==> src/rtl/pxr_pkg.sv <==
`timescale 1ns/1ps
package pxr_pkg;
   localparam int BYTE_W   = 8;
   localparam int NPORT    = 2;
   localparam int PTR_W    = 3;
   localparam int BIT_CNT_W = 4;

   typedef enum logic [3:0] {
      ST_IDLE, ST_ADDR, ST_ADDR_ACK, ST_CMD, ST_CMD_ACK,
      ST_WR, ST_WR_ACK, ST_RD, ST_RD_ACK
   } pxr_state_e;

   // Register group, selected by pointer bits [2:1]
   localparam logic [1:0] GRP_IN  = 2'b00;
   localparam logic [1:0] GRP_OUT = 2'b01;
   localparam logic [1:0] GRP_POL = 2'b10;
   localparam logic [1:0] GRP_CFG = 2'b11;
endpackage

==> src/rtl/pxr_sync.sv <==
`timescale 1ns/1ps
module pxr_sync #(
   parameter int         STAGES  = 2,
   parameter int         W       = 1,
   parameter logic [W-1:0] RST_VAL = '1
) (
   input  logic         clk,
   input  logic         rst_n,
   input  logic [W-1:0] d,
   output logic [W-1:0] q
);
   logic [W-1:0] st [STAGES];

   genvar s;
   generate
      for (s = 0; s < STAGES; s++) begin : g_stage
         always_ff @(posedge clk or negedge rst_n) begin
            if (!rst_n) st[s] <= RST_VAL;
            else if (s == 0) st[s] <= d;
            else st[s] <= st[(s == 0) ? 0 : s-1];
         end
      end
   endgenerate

   assign q = st[STAGES-1];
endmodule

==> src/rtl/pxr_busmon.sv <==
`timescale 1ns/1ps
module pxr_busmon (
   input  logic clk,
   input  logic rst_n,
   input  logic scl_s,
   input  logic sda_s,
   output logic scl_rise,
   output logic scl_fall,
   output logic start_det,
   output logic stop_det
);
   logic scl_q, sda_q;

   always_ff @(posedge clk or negedge rst_n) begin
      if (!rst_n) begin
         scl_q <= 1'b1;
         sda_q <= 1'b1;
      end else begin
         scl_q <= scl_s;
         sda_q <= sda_s;
      end
   end

   assign scl_rise  =  scl_s & ~scl_q;
   assign scl_fall  = ~scl_s &  scl_q;
   assign start_det =  scl_s &  scl_q &  sda_q & ~sda_s;
   assign stop_det  =  scl_s &  scl_q & ~sda_q &  sda_s;
endmodule

==> src/rtl/pxr_regs.sv <==
`timescale 1ns/1ps
module pxr_regs
   import pxr_pkg::*;
(
   input  logic                    clk,
   input  logic                    rst_n,
   input  logic                    wr_en,
   input  logic [PTR_W-1:0]        wr_sel,
   input  logic [BYTE_W-1:0]       wr_data,
   input  logic [PTR_W-1:0]        rd_sel,
   input  logic [NPORT*BYTE_W-1:0] pin_lvl,
   output logic [BYTE_W-1:0]       rd_data,
   output logic [NPORT*BYTE_W-1:0] out_val,
   output logic [NPORT*BYTE_W-1:0] pol_val,
   output logic [NPORT*BYTE_W-1:0] cfg_val
);
   logic [BYTE_W-1:0] out_q [NPORT];
   logic [BYTE_W-1:0] pol_q [NPORT];
   logic [BYTE_W-1:0] cfg_q [NPORT];

   genvar p;
   generate
      for (p = 0; p < NPORT; p++) begin : g_port
         logic hit;
         assign hit = wr_en && (wr_sel[0] == p[0]);

         always_ff @(posedge clk or negedge rst_n) begin
            if (!rst_n) begin
               out_q[p] <= '1;
               pol_q[p] <= '0;
               cfg_q[p] <= '1;
            end else if (hit) begin
               case (wr_sel[2:1])
                  GRP_OUT: out_q[p] <= wr_data;
                  GRP_POL: pol_q[p] <= wr_data;
                  GRP_CFG: cfg_q[p] <= wr_data;
                  default: ;
               endcase
            end
         end

         assign out_val[p*BYTE_W +: BYTE_W] = out_q[p];
         assign pol_val[p*BYTE_W +: BYTE_W] = pol_q[p];
         assign cfg_val[p*BYTE_W +: BYTE_W] = cfg_q[p];
      end
   endgenerate

   always_comb begin
      case (rd_sel[2:1])
         GRP_IN:  rd_data = pin_lvl[rd_sel[0]*BYTE_W +: BYTE_W] ^ pol_q[rd_sel[0]];
         GRP_OUT: rd_data = out_q[rd_sel[0]];
         GRP_POL: rd_data = pol_q[rd_sel[0]];
         default: rd_data = cfg_q[rd_sel[0]];
      endcase
   end
endmodule

==> src/rtl/pxr_i2c_slave.sv <==
`timescale 1ns/1ps
module pxr_i2c_slave
   import pxr_pkg::*;
#(
   parameter int SYNC_STAGES = 2,
   parameter int STRAP_W     = 3,
   parameter logic [6-STRAP_W:0] ADDR_PREFIX = 4'b0100
) (
   input  logic                    clk,
   input  logic                    rst_n,
   input  logic                    scl_i,
   input  logic                    sda_i,
   input  logic [STRAP_W-1:0]      strap,
   input  logic [NPORT*BYTE_W-1:0] pin_lvl,
   output logic                    sda_pull,
   output logic [NPORT*BYTE_W-1:0] out_val,
   output logic [NPORT*BYTE_W-1:0] pol_val,
   output logic [NPORT*BYTE_W-1:0] cfg_val,
   output logic [NPORT-1:0]        rd_strobe
);
   localparam int ADDR_W = 7;
   localparam logic [BIT_CNT_W-1:0] FULL = BIT_CNT_W'(BYTE_W);

   generate
      if (SYNC_STAGES < 2) begin : g_bad_sync
         $error("pxr_i2c_slave: SYNC_STAGES must be at least 2");
      end
      if (STRAP_W < 1 || STRAP_W > 6) begin : g_bad_strap
         $error("pxr_i2c_slave: STRAP_W must be 1..6");
      end
   endgenerate

   logic scl_s, sda_s;
   logic scl_rise, scl_fall, start_det, stop_det;

   pxr_sync #(.STAGES(SYNC_STAGES), .W(2), .RST_VAL(2'b11)) u_sync (
      .clk(clk), .rst_n(rst_n), .d({scl_i, sda_i}), .q({scl_s, sda_s}));

   pxr_busmon u_mon (
      .clk(clk), .rst_n(rst_n), .scl_s(scl_s), .sda_s(sda_s),
      .scl_rise(scl_rise), .scl_fall(scl_fall),
      .start_det(start_det), .stop_det(stop_det));

   pxr_state_e             state;
   logic [BIT_CNT_W-1:0]   cnt;
   logic [BYTE_W-1:0]      shft, tx;
   logic [PTR_W-1:0]       ptr;
   logic                   rw, mack, sda_pull_q;
   logic [NPORT-1:0]       rd_strobe_q;
   logic [BYTE_W-1:0]      rd_data;
   logic                   wr_en, ptr_step, cap, byte_end;

   assign byte_end = scl_fall && (cnt == FULL);
   assign wr_en    = (state == ST_WR) && byte_end;
   assign ptr_step = wr_en || ((state == ST_RD) && byte_end);
   assign cap      = scl_rise && (((state == ST_ADDR_ACK) && rw) ||
                                  ((state == ST_RD_ACK) && !sda_s));

   pxr_regs u_regs (
      .clk(clk), .rst_n(rst_n), .wr_en(wr_en), .wr_sel(ptr), .wr_data(shft),
      .rd_sel(ptr), .pin_lvl(pin_lvl), .rd_data(rd_data),
      .out_val(out_val), .pol_val(pol_val), .cfg_val(cfg_val));

   always_ff @(posedge clk or negedge rst_n) begin
      if (!rst_n) begin
         state       <= ST_IDLE;
         cnt         <= '0;
         shft        <= '0;
         tx          <= '0;
         ptr         <= '0;
         rw          <= 1'b0;
         mack        <= 1'b0;
         sda_pull_q  <= 1'b0;
         rd_strobe_q <= '0;
      end else begin
         rd_strobe_q <= '0;
         if (cap) begin
            tx <= rd_data;
            if (ptr[2:1] == GRP_IN) rd_strobe_q[ptr[0]] <= 1'b1;
         end
         if (stop_det) begin
            state      <= ST_IDLE;
            sda_pull_q <= 1'b0;
         end else if (start_det) begin
            state      <= ST_ADDR;
            cnt        <= '0;
            sda_pull_q <= 1'b0;
         end else begin
            case (state)
               ST_ADDR, ST_CMD, ST_WR: begin
                  if (scl_rise) begin
                     shft <= {shft[BYTE_W-2:0], sda_s};
                     cnt  <= cnt + 1'b1;
                  end else if (byte_end) begin
                     if (state == ST_ADDR) begin
                        if (shft[BYTE_W-1:1] == ADDR_W'({ADDR_PREFIX, strap})) begin
                           rw         <= shft[0];
                           sda_pull_q <= 1'b1;
                           state      <= ST_ADDR_ACK;
                        end else begin
                           state <= ST_IDLE;
                        end
                     end else begin
                        if (state == ST_CMD) ptr <= shft[PTR_W-1:0];
                        else                 ptr <= {ptr[2:1], ~ptr[0]};
                        sda_pull_q <= 1'b1;
                        state      <= (state == ST_CMD) ? ST_CMD_ACK : ST_WR_ACK;
                     end
                  end
               end
               ST_ADDR_ACK: begin
                  if (scl_fall) begin
                     if (rw) begin
                        state      <= ST_RD;
                        sda_pull_q <= ~tx[BYTE_W-1];
                        cnt        <= BIT_CNT_W'(1);
                     end else begin
                        state      <= ST_CMD;
                        sda_pull_q <= 1'b0;
                        cnt        <= '0;
                     end
                  end
               end
               ST_CMD_ACK, ST_WR_ACK: begin
                  if (scl_fall) begin
                     state      <= ST_WR;
                     sda_pull_q <= 1'b0;
                     cnt        <= '0;
                  end
               end
               ST_RD: begin
                  if (byte_end) begin
                     sda_pull_q <= 1'b0;
                     ptr        <= {ptr[2:1], ~ptr[0]};
                     state      <= ST_RD_ACK;
                  end else if (scl_fall) begin
                     tx         <= {tx[BYTE_W-2:0], 1'b0};
                     sda_pull_q <= ~tx[BYTE_W-2];
                     cnt        <= cnt + 1'b1;
                  end
               end
               ST_RD_ACK: begin
                  if (scl_rise) mack <= ~sda_s;
                  if (scl_fall) begin
                     if (mack) begin
                        state      <= ST_RD;
                        sda_pull_q <= ~tx[BYTE_W-1];
                        cnt        <= BIT_CNT_W'(1);
                     end else begin
                        state <= ST_IDLE;
                     end
                  end
               end
               default: ;
            endcase
         end
      end
   end

   assign sda_pull  = sda_pull_q;
   assign rd_strobe = rd_strobe_q;
endmodule

==> config.mk <==
export PLATFORM = sky130hd
export DESIGN_NAME = pxr_i2c_slave
export DESIGN_NICKNAME = d
export VERILOG_FILES = /design/src/rtl/pxr_pkg.sv /design/src/rtl/pxr_sync.sv /design/src/rtl/pxr_busmon.sv /design/src/rtl/pxr_regs.sv /design/src/rtl/pxr_i2c_slave.sv
export SDC_FILE = /design/constraint.sdc
export NUM_CORES = 1
export LEC_CHECK = 0
export ABC_AREA = 0
export BUFFER_PORTS_ARGS = -buffer_cell sky130_fd_sc_hd__clkbuf_2
export CORE_MARGIN = 2
export CORE_UTILIZATION = 64
export CTS_BUF_LIST = sky130_fd_sc_hd__clkbuf_4
export DETAILED_ROUTE_END_ITERATION = 8
export PLACE_DENSITY = 0.89
export SYNTH_ARGS = -nofsm -noshare
export SYNTH_HDL_FRONTEND = slang
export SYNTH_SLANG_ARGS = --single-unit
==> constraint.sdc <==
create_clock -name clk -period 4 [get_ports clk]
set_input_delay 0.2 -clock clk [delete_from_list [all_inputs] [get_ports clk]]
set_output_delay 0.2 -clock clk [all_outputs]
set_load 0.005 [all_outputs]
==> flow_summary.yaml, run 1 <==
outcome:
  status: "finished, final reports clean"
power_and_ir_drop:
  power_frac_comb: 0.250
  p_clk_frac: 0.240
  switching_share: 0.359
  intPower_mw: 1.55
  total_power_mw: 2.42
  seqPwrFrac: 0.509
  ir_worst_vdd_uv: 344
  p_leak_nw: 2.23
  powerDensity_nw_per_um2: 453
  power.switching_mw: 0.868
route:
  vias_per_cell: 6.22
  ant_nets: 0
  via_count: 3682
  wl_per_cell_microns: 19.1
  drtIter0Drc: 368
  postRouteWirelength_microns: 11300
  firstDrtPassIters: 5
  drc_errors: 0
synth:
  synth_cell_types: 61
  syn_nets: 449
  synthAdderAreaFrac: 0.00527
  postSynthAreaPerCell_sq_um: 11.2
  netlist_area_sq_um: 4740
  synth_compound_area_frac: 0.121
  synth_top_family_by_area: "multiplexers"
  ys_seq_area_frac: 0.464
  muxShareOfSynthArea: 0.213
  async_flop_share: 1.00
  synth-seq-cells: 86
  ys_warn_count: 0
  synth_edf_count: 0
  ys.flop_type: "dfrtp_1"
  synth_cells: 424
  synthSimpleGateAreaFrac: 0.158
  synth_xor_area_frac: 0.00738
critical_path:
  cp.arrival_ns: 2.98
  crit_path_start_kind: "register"
  cpPeakStageDelay_ns: 0.89
  end_kind: "register"
  cp_num_buf_inv: 0
  r2r_start: "state[3]"
  crit_path_cell_trace: "or3b_4 -> a2111oi_4 -> nand2_1 -> a21oi_1 -> o31ai_1"
  path_delay_family: "compound AO/OA/AOI/OAI gates"
  startpoint: "state[3]"
  cp.required_ns: 4.31
  path_max_fanout: 23
  critPathKind: "reg -> reg"
  worst_path_max_delay_cell: "a2111oi_4"
floorplanning:
  core_sq_um: 7210
  rows: 31
  io_pins: 74
  die_x_microns: 90.1
  start_util: 0.658
  die-area_sq_um: 8120
  die_y_microns: 90.1
layout:
  fin_area_sq_um: 5340
  diodes: 0
  utilization: 0.741
  final_nets: 513
  drive_above_1_share: 0.428
  area_growth_pct: 12.6
clock_tree:
  clkLatencyLatePin_ns: 0.44
  cts.sinks: 86
  root_buffer: "clkbuf_4"
  htreeDepth: 3
  cts_resized: 0
  clk_pin_slew_ns: 0.16
  cts_buffer_depth: 2
  cts_tree: "done"
  cts_buffers: 9
grt:
  antenna_found_initial: 0
  grt_pass1_vias: 3650
  grt_pass1_wl_microns: 18600
  grt_start_max_net_pins: 87
  grt_usage: 0.288
  grt_overflow: 0
placement:
  dpl.hpwl_microns: 7810
  gp_congestion: 0.838
  placement.cell_area_sq_um: 5140
  io_buffer_count: 73
timing:
  setup-tns-final_ns: 0
  slew_headroom: 0.288
  maxSlewViolCount: 0
  rsz0062_at_grt: "no"
  timing_worst_slew_pin_value_ns: 1.07
  clock.fmax_mhz: 374
  setup_viol: 0
  finClkSkew_ns: 0.0248
  hold_slack_ns: 0.248
  fin_crit_ns: 2.67
  hold_viol: 0
  period_share: 0.668
job:
  cap_violations: 0
hold_path:
  worstHoldStart: "pin_lvl[6]"
  hold_path.class: "in -> reg"
-- registers in the layout, indices dropped and copies added, names as in the netlist --
signal          cells
cnt                 4
mack                1
ptr                 3
rd_strobe           2
rw                  1
sda_pull            1
shft                8
state               4
tx                  8
u_mon.scl_q         1
u_mon.sda_q         1
u_regs.cfg_val     16
u_regs.out_val     16
u_regs.pol_val     16
u_sync.q            2
u_sync.st           2
-- cell type report --
class	instances	area, sq um
clock inverter	6	93.8
clock buffer	10	75.1
multi-input combinational	303	2390
fill	503	1870
tap	99	124
inverter	8	30.0
sequential	86	2200
timing repair buffer	80	428
-- cells by family (layout without fill, tap and decap cells) --
group | Yosys count | in the layout
adders and majority gates | 2 | 2
and+or+nand+nor | 128 | 128
AOI/OAI and AO/OA | 86 | 86
buffers and inverters | 35 | 104
DFF | 86 | 86
xor gates and xnor gates | 4 | 4
muxes | 83 | 83
-- power groups by stage --
stage | combinational, mW | clock [mW] | sequential (mW)
6_report | 0.606 | 0.582 | 1.23
5_1_grt | 0.670 | 0.624 | 1.25
4_1_cts | 0.605 | 0.591 | 1.22
3_5_place_dp | 0.598 | 0 | 1.24
3_3_place_gp | 0.573 | 0 | 1.23
2_1_floorplan | 0.595 | 0 | 1.06
-- synth_stat cells, types with 2 or more instances --
cell | instances | area (sq um)
mux4_2 | 8 | 180
o21ai_0 | 21 | 105
nor3_1 | 7 | 35.0
xnor2_1 | 4 | 35.0
nand2b_1 | 7 | 43.8
dfrtp_1 | 48 | 1200
nor3b_1 | 2 | 15.0
nand2_1 | 35 | 131
buf_2 | 9 | 45.0
nand3b_1 | 17 | 128
nor3b_4 | 2 | 37.5
nor4b_1 | 2 | 17.5
a31oi_1 | 3 | 18.8
mux2_1 | 3 | 33.8
buf_1 | 6 | 22.5
inv_1 | 8 | 30.0
mux2_2 | 60 | 676
a21oi_1 | 23 | 115
nand4_1 | 5 | 31.3
o31ai_1 | 8 | 60.1
and2_1 | 3 | 18.8
a21boi_0 | 2 | 15.0
nand3_1 | 5 | 25.0
clkbuf_1 | 10 | 37.5
nor2b_1 | 5 | 31.3
nand4b_1 | 2 | 17.5
or2_2 | 2 | 12.5
nor2_1 | 20 | 75.1
o21a_1 | 2 | 15.0
a2111oi_0 | 2 | 17.5
dfstp_2 | 38 | 998
o211ai_1 | 11 | 82.6
mux2i_1 | 12 | 120
ha_1 | 2 | 25.0
or3_1 | 4 | 25.0
-- worst reg2reg max path: cells and delay by family (launching register included) --
family | cells | cell delay, ns
flip-flops | 1 | 0.80
AND/OR/NAND/NOR | 2 | 0.63
AO/OA/AOI/OAI | 3 | 1.13
-- through the flow --
step / setup WS [ns] / instances
5_1_grt: 1.18 / 592
6_report: 1.33 / 592
4_1_cts: 1.40 / 592
2_1_floorplan: 1.98 / 424
3_3_place_gp: 1.51 / 573
3_5_place_dp: 1.43 / 573
-- per-layer routing --
layer  vias to the layer above  wire length, microns  GRT usage
met5                         -                     0          0
met4                         0                   212      0.101
met3                        21                   780     0.0637
met2                       177                  5380      0.445
met1                      1795                  4910      0.407
li1                       1689                     -          -
-- cell usage in the layout, fill, tap and decap left out, types with 2 or more instances in the layout --
master          n
mux4_2          8
a21boi_0        2
nand4_1         5
nand3b_1       17
o31ai_1         8
clkbuf_4       10
mux2_2         60
or3_1           4
and2_1          3
bufinv_16       2
nand3_1         5
o211ai_1       11
nand4b_1        2
ha_1            2
xnor2_1         4
inv_1           8
mux2_1          3
or2_2           2
dfstp_2        38
nor2_1         20
nor3b_4         2
nand2b_1        7
dlygate4sd3_1   3
o21ai_0        21
a21oi_1        23
nor2b_1         5
nand2_1        35
o21a_1          2
nor3b_1         2
dfrtp_1        47
clkbuf_2       72
a2111oi_0       2
nor3_1          7
a31oi_1         3
mux2i_1        12
nor4b_1         2
buf_4           5
-- final timing paths --
check | cells after the start | slack, ns | endpoint
worst max register to register | 5 | 1.33 | tx[2]
min in group asynchronous | 2 | 0.47 | mack
worst max-delay path | 5 | 1.33 | tx[2]
worst min register to register | 0 | 0.37 | u_sync.q[0]
worst min-delay path | 5 | 0.25 | tx[6]
max in group asynchronous | 2 | 2.79 | ptr[0]
-- repair_timing --
| action | CTS | global route |
|---|---|---|
| hold buffers | 3 | 0 |
| hold endpoints to repair | 50 | 0 |
| buffers inserted | 0 | 0 |
(Power assumes the default switching activity.)
==> run 2: changes to the inputs <==
--- a/config.mk
+++ b/config.mk
@@ -8,10 +8,10 @@
 export ABC_AREA = 0
 export BUFFER_PORTS_ARGS = -buffer_cell sky130_fd_sc_hd__clkbuf_2
 export CORE_MARGIN = 2
-export CORE_UTILIZATION = 64
+export CORE_UTILIZATION = 53
 export CTS_BUF_LIST = sky130_fd_sc_hd__clkbuf_4
 export DETAILED_ROUTE_END_ITERATION = 8
-export PLACE_DENSITY = 0.89
+export PLACE_DENSITY = 0.78
 export SYNTH_ARGS = -nofsm -noshare
 export SYNTH_HDL_FRONTEND = slang
 export SYNTH_SLANG_ARGS = --single-unit
==> constraint.sdc (replaced) <==
create_clock -name clk -period 2.4 [get_ports clk]
set_input_delay 0.12 -clock clk [delete_from_list [all_inputs] [get_ports clk]]
set_output_delay 0.12 -clock clk [all_outputs]
set_load 0.005 [all_outputs]
==> run 2 against run 1 <==
  * First-iteration DRC count is 4.6% lower
  * Design area grew 2.5%
  * Register-to-register slack worse by 1.2 ns
  * Sequential cell count stayed put
  * Sequential share of layout area is 0.98 points lower
  * Sequential power increased by 63%
  * Fmax grew 18%
  * Combinational power up 93%
  * Critical endpoint is now u_regs.cfg_val[6]
  * Largest power group unchanged
==> flow_summary.yaml, run 2 (synthesized netlist as in run 1, its figures left out) <==
placement:
  gp_congestion: 0.937
  io_buffer_count: 73
  dp.cells: 599
  placement.cell_area_sq_um: 5300
  dpl.hpwl_microns: 8010
critical_path:
  crit_path_start_kind: "register"
  cp.required_ns: 2.79
  worstReg2RegEnd: "u_regs.cfg_val[6]"
  r2r_setup_slack_ns: 0.13
  critPathKind: "reg -> reg"
  path_max_fanout: 8
  cp.arrival_ns: 2.66
  cp-endpoint: "u_regs.cfg_val[6]"
  startpoint: "cnt[0]"
  reg2regPathDepth: 7
  end_kind: "register"
  r2r_start: "cnt[0]"
outcome:
  status: "finished, final reports clean"
route:
  drtIter0Drc: 351
  vias_per_cell: 5.94
  drc_errors: 0
  postRouteWirelength_microns: 11000
  wl_per_cell_microns: 17.8
  via_count: 3674
  firstDrtPassIters: 5
  ant_nets: 0
layout:
  finalNonFillerCells: 618
  diodes: 0
  area_growth_pct: 15.4
  fillers: 687
  layout_common_cells: "72 x clkbuf_2, 60 x mux2_2, 46 x dfrtp_1, 38 x dfstp_2, 35 x nand2_1"
  final_nets: 530
  drive_above_1_share: 0.451
  fin_area_sq_um: 5480
  final_common_cell: "clkbuf_2"
clock_tree:
  post-cts-setup-buffers: 0
  htreeDepth: 3
  cts_buffer_depth: 2
  root_buffer: "clkbuf_4"
  clk_pin_slew_ns: 0.15
  cts_tree: "done"
  cts_buffers: 9
  clkLatencyLatePin_ns: 0.45
  cts.sinks: 86
power_and_ir_drop:
  powerDensity_nw_per_um2: 728
  total_power_mw: 3.99
  p_leak_nw: 2.30
  ir_worst_vdd_uv: 412
timing:
  maxSlewViolCount: 0
  fin_crit_ns: 2.27
  rsz0062_at_grt: "no"
  period_share: 0.947
  hold_viol: 0
  clock.fmax_mhz: 440
  slew_headroom: 0.552
  setup-tns-final_ns: 0
  finClkSkew_ns: 0.0184
  timing_worst_slew_pin_value_ns: 0.672
  setup_viol: 0
floorplanning:
  die_x_microns: 98.6
  rows: 34
  io_pins: 74
  die_y_microns: 98.6
  die-area_sq_um: 9720
  start_util: 0.544
  core_sq_um: 8720
grt:
  grt_pass1_vias: 3619
  antenna_found_initial: 0
  grt_start_max_net_pins: 45
  grt_overflow: 0
  grt_usage: 0.234
  grt_pass1_wl_microns: 18200
hold_path:
  hold_path.class: "in -> reg"
job:
  cap_violations: 0
## run 2: layer usage
| metal | part of all wire | up-vias | GRT usage |
|---|---|---|---|
| met5 | 0 | - | 0 |
| met4 | 0.015 | 0 | 0.0748 |
| met3 | 0.043 | 16 | 0.0326 |
| met2 | 0.48 | 87 | 0.372 |
| met1 | 0.46 | 1838 | 0.335 |
| li1 | - | 1733 | - |
## run 2: how the worst min path moves through the flow
stage	startpoint	endpoint	slack, ns	cells past startpoint
floorplan	rst_n	cnt[0]	-0.18	0
global route	pin_lvl[10]	tx[2]	0.22	5
global placement	rst_n	cnt[2]	0.16	1
finish	pin_lvl[14]	tx[6]	0.18	5
CTS	pin_lvl[13]	tx[5]	0.19	5
detailed placement	rst_n	cnt[2]	0.16	1
## run 2: power by group
part           leakage (nW)  internal, mW  total (mW)  switching (mW)
registers              1.02          1.64        2.01           0.365
logic                  1.21         0.580        1.17           0.587
clock network        0.0748         0.246       0.812           0.566
total                  2.30          2.47        3.99            1.52
## run 2: per-stage QoR
step                      worst slack (ns)   util  hold WS, ns
after global routing                0.0188  0.628        0.223
after detailed placement             0.132  0.608        0.160
after floorplan                      0.376      -       -0.176
after global placement               0.214  0.608        0.156
after CTS                            0.100  0.628        0.190
final                                0.126  0.628        0.179
## run 2: layout make-up
cell class	instances	area [sq um]	area share
clock buffer	9	67.6	0.0123
multi-input combinational	303	2400	0.438
clock inverter	7	75.1	0.0137
sequential	86	2200	0.402
timing repair buffer	97	568	0.104
tap	108	135	0.0247
inverter	8	30.0	0.00548
## run 2: critical path: stages (launching register included)
cell and delay, ns:
dfrtp_1 0.47, inv_1 0.08, ha_1 0.13, and4bb_1 0.24, and4_1 0.29, nand2_2 0.15, nor3b_4 0.47, mux2_2 0.39
## run 2: timing repair
| action | CTS | global route |
|---|---|---|
| hold buffers | 3 | 0 |
| endpoints found under the hold margin | 43 | 0 |
| gates resized for setup | 0 | 2 |
| setup endpoints to repair | 0 | 2 |
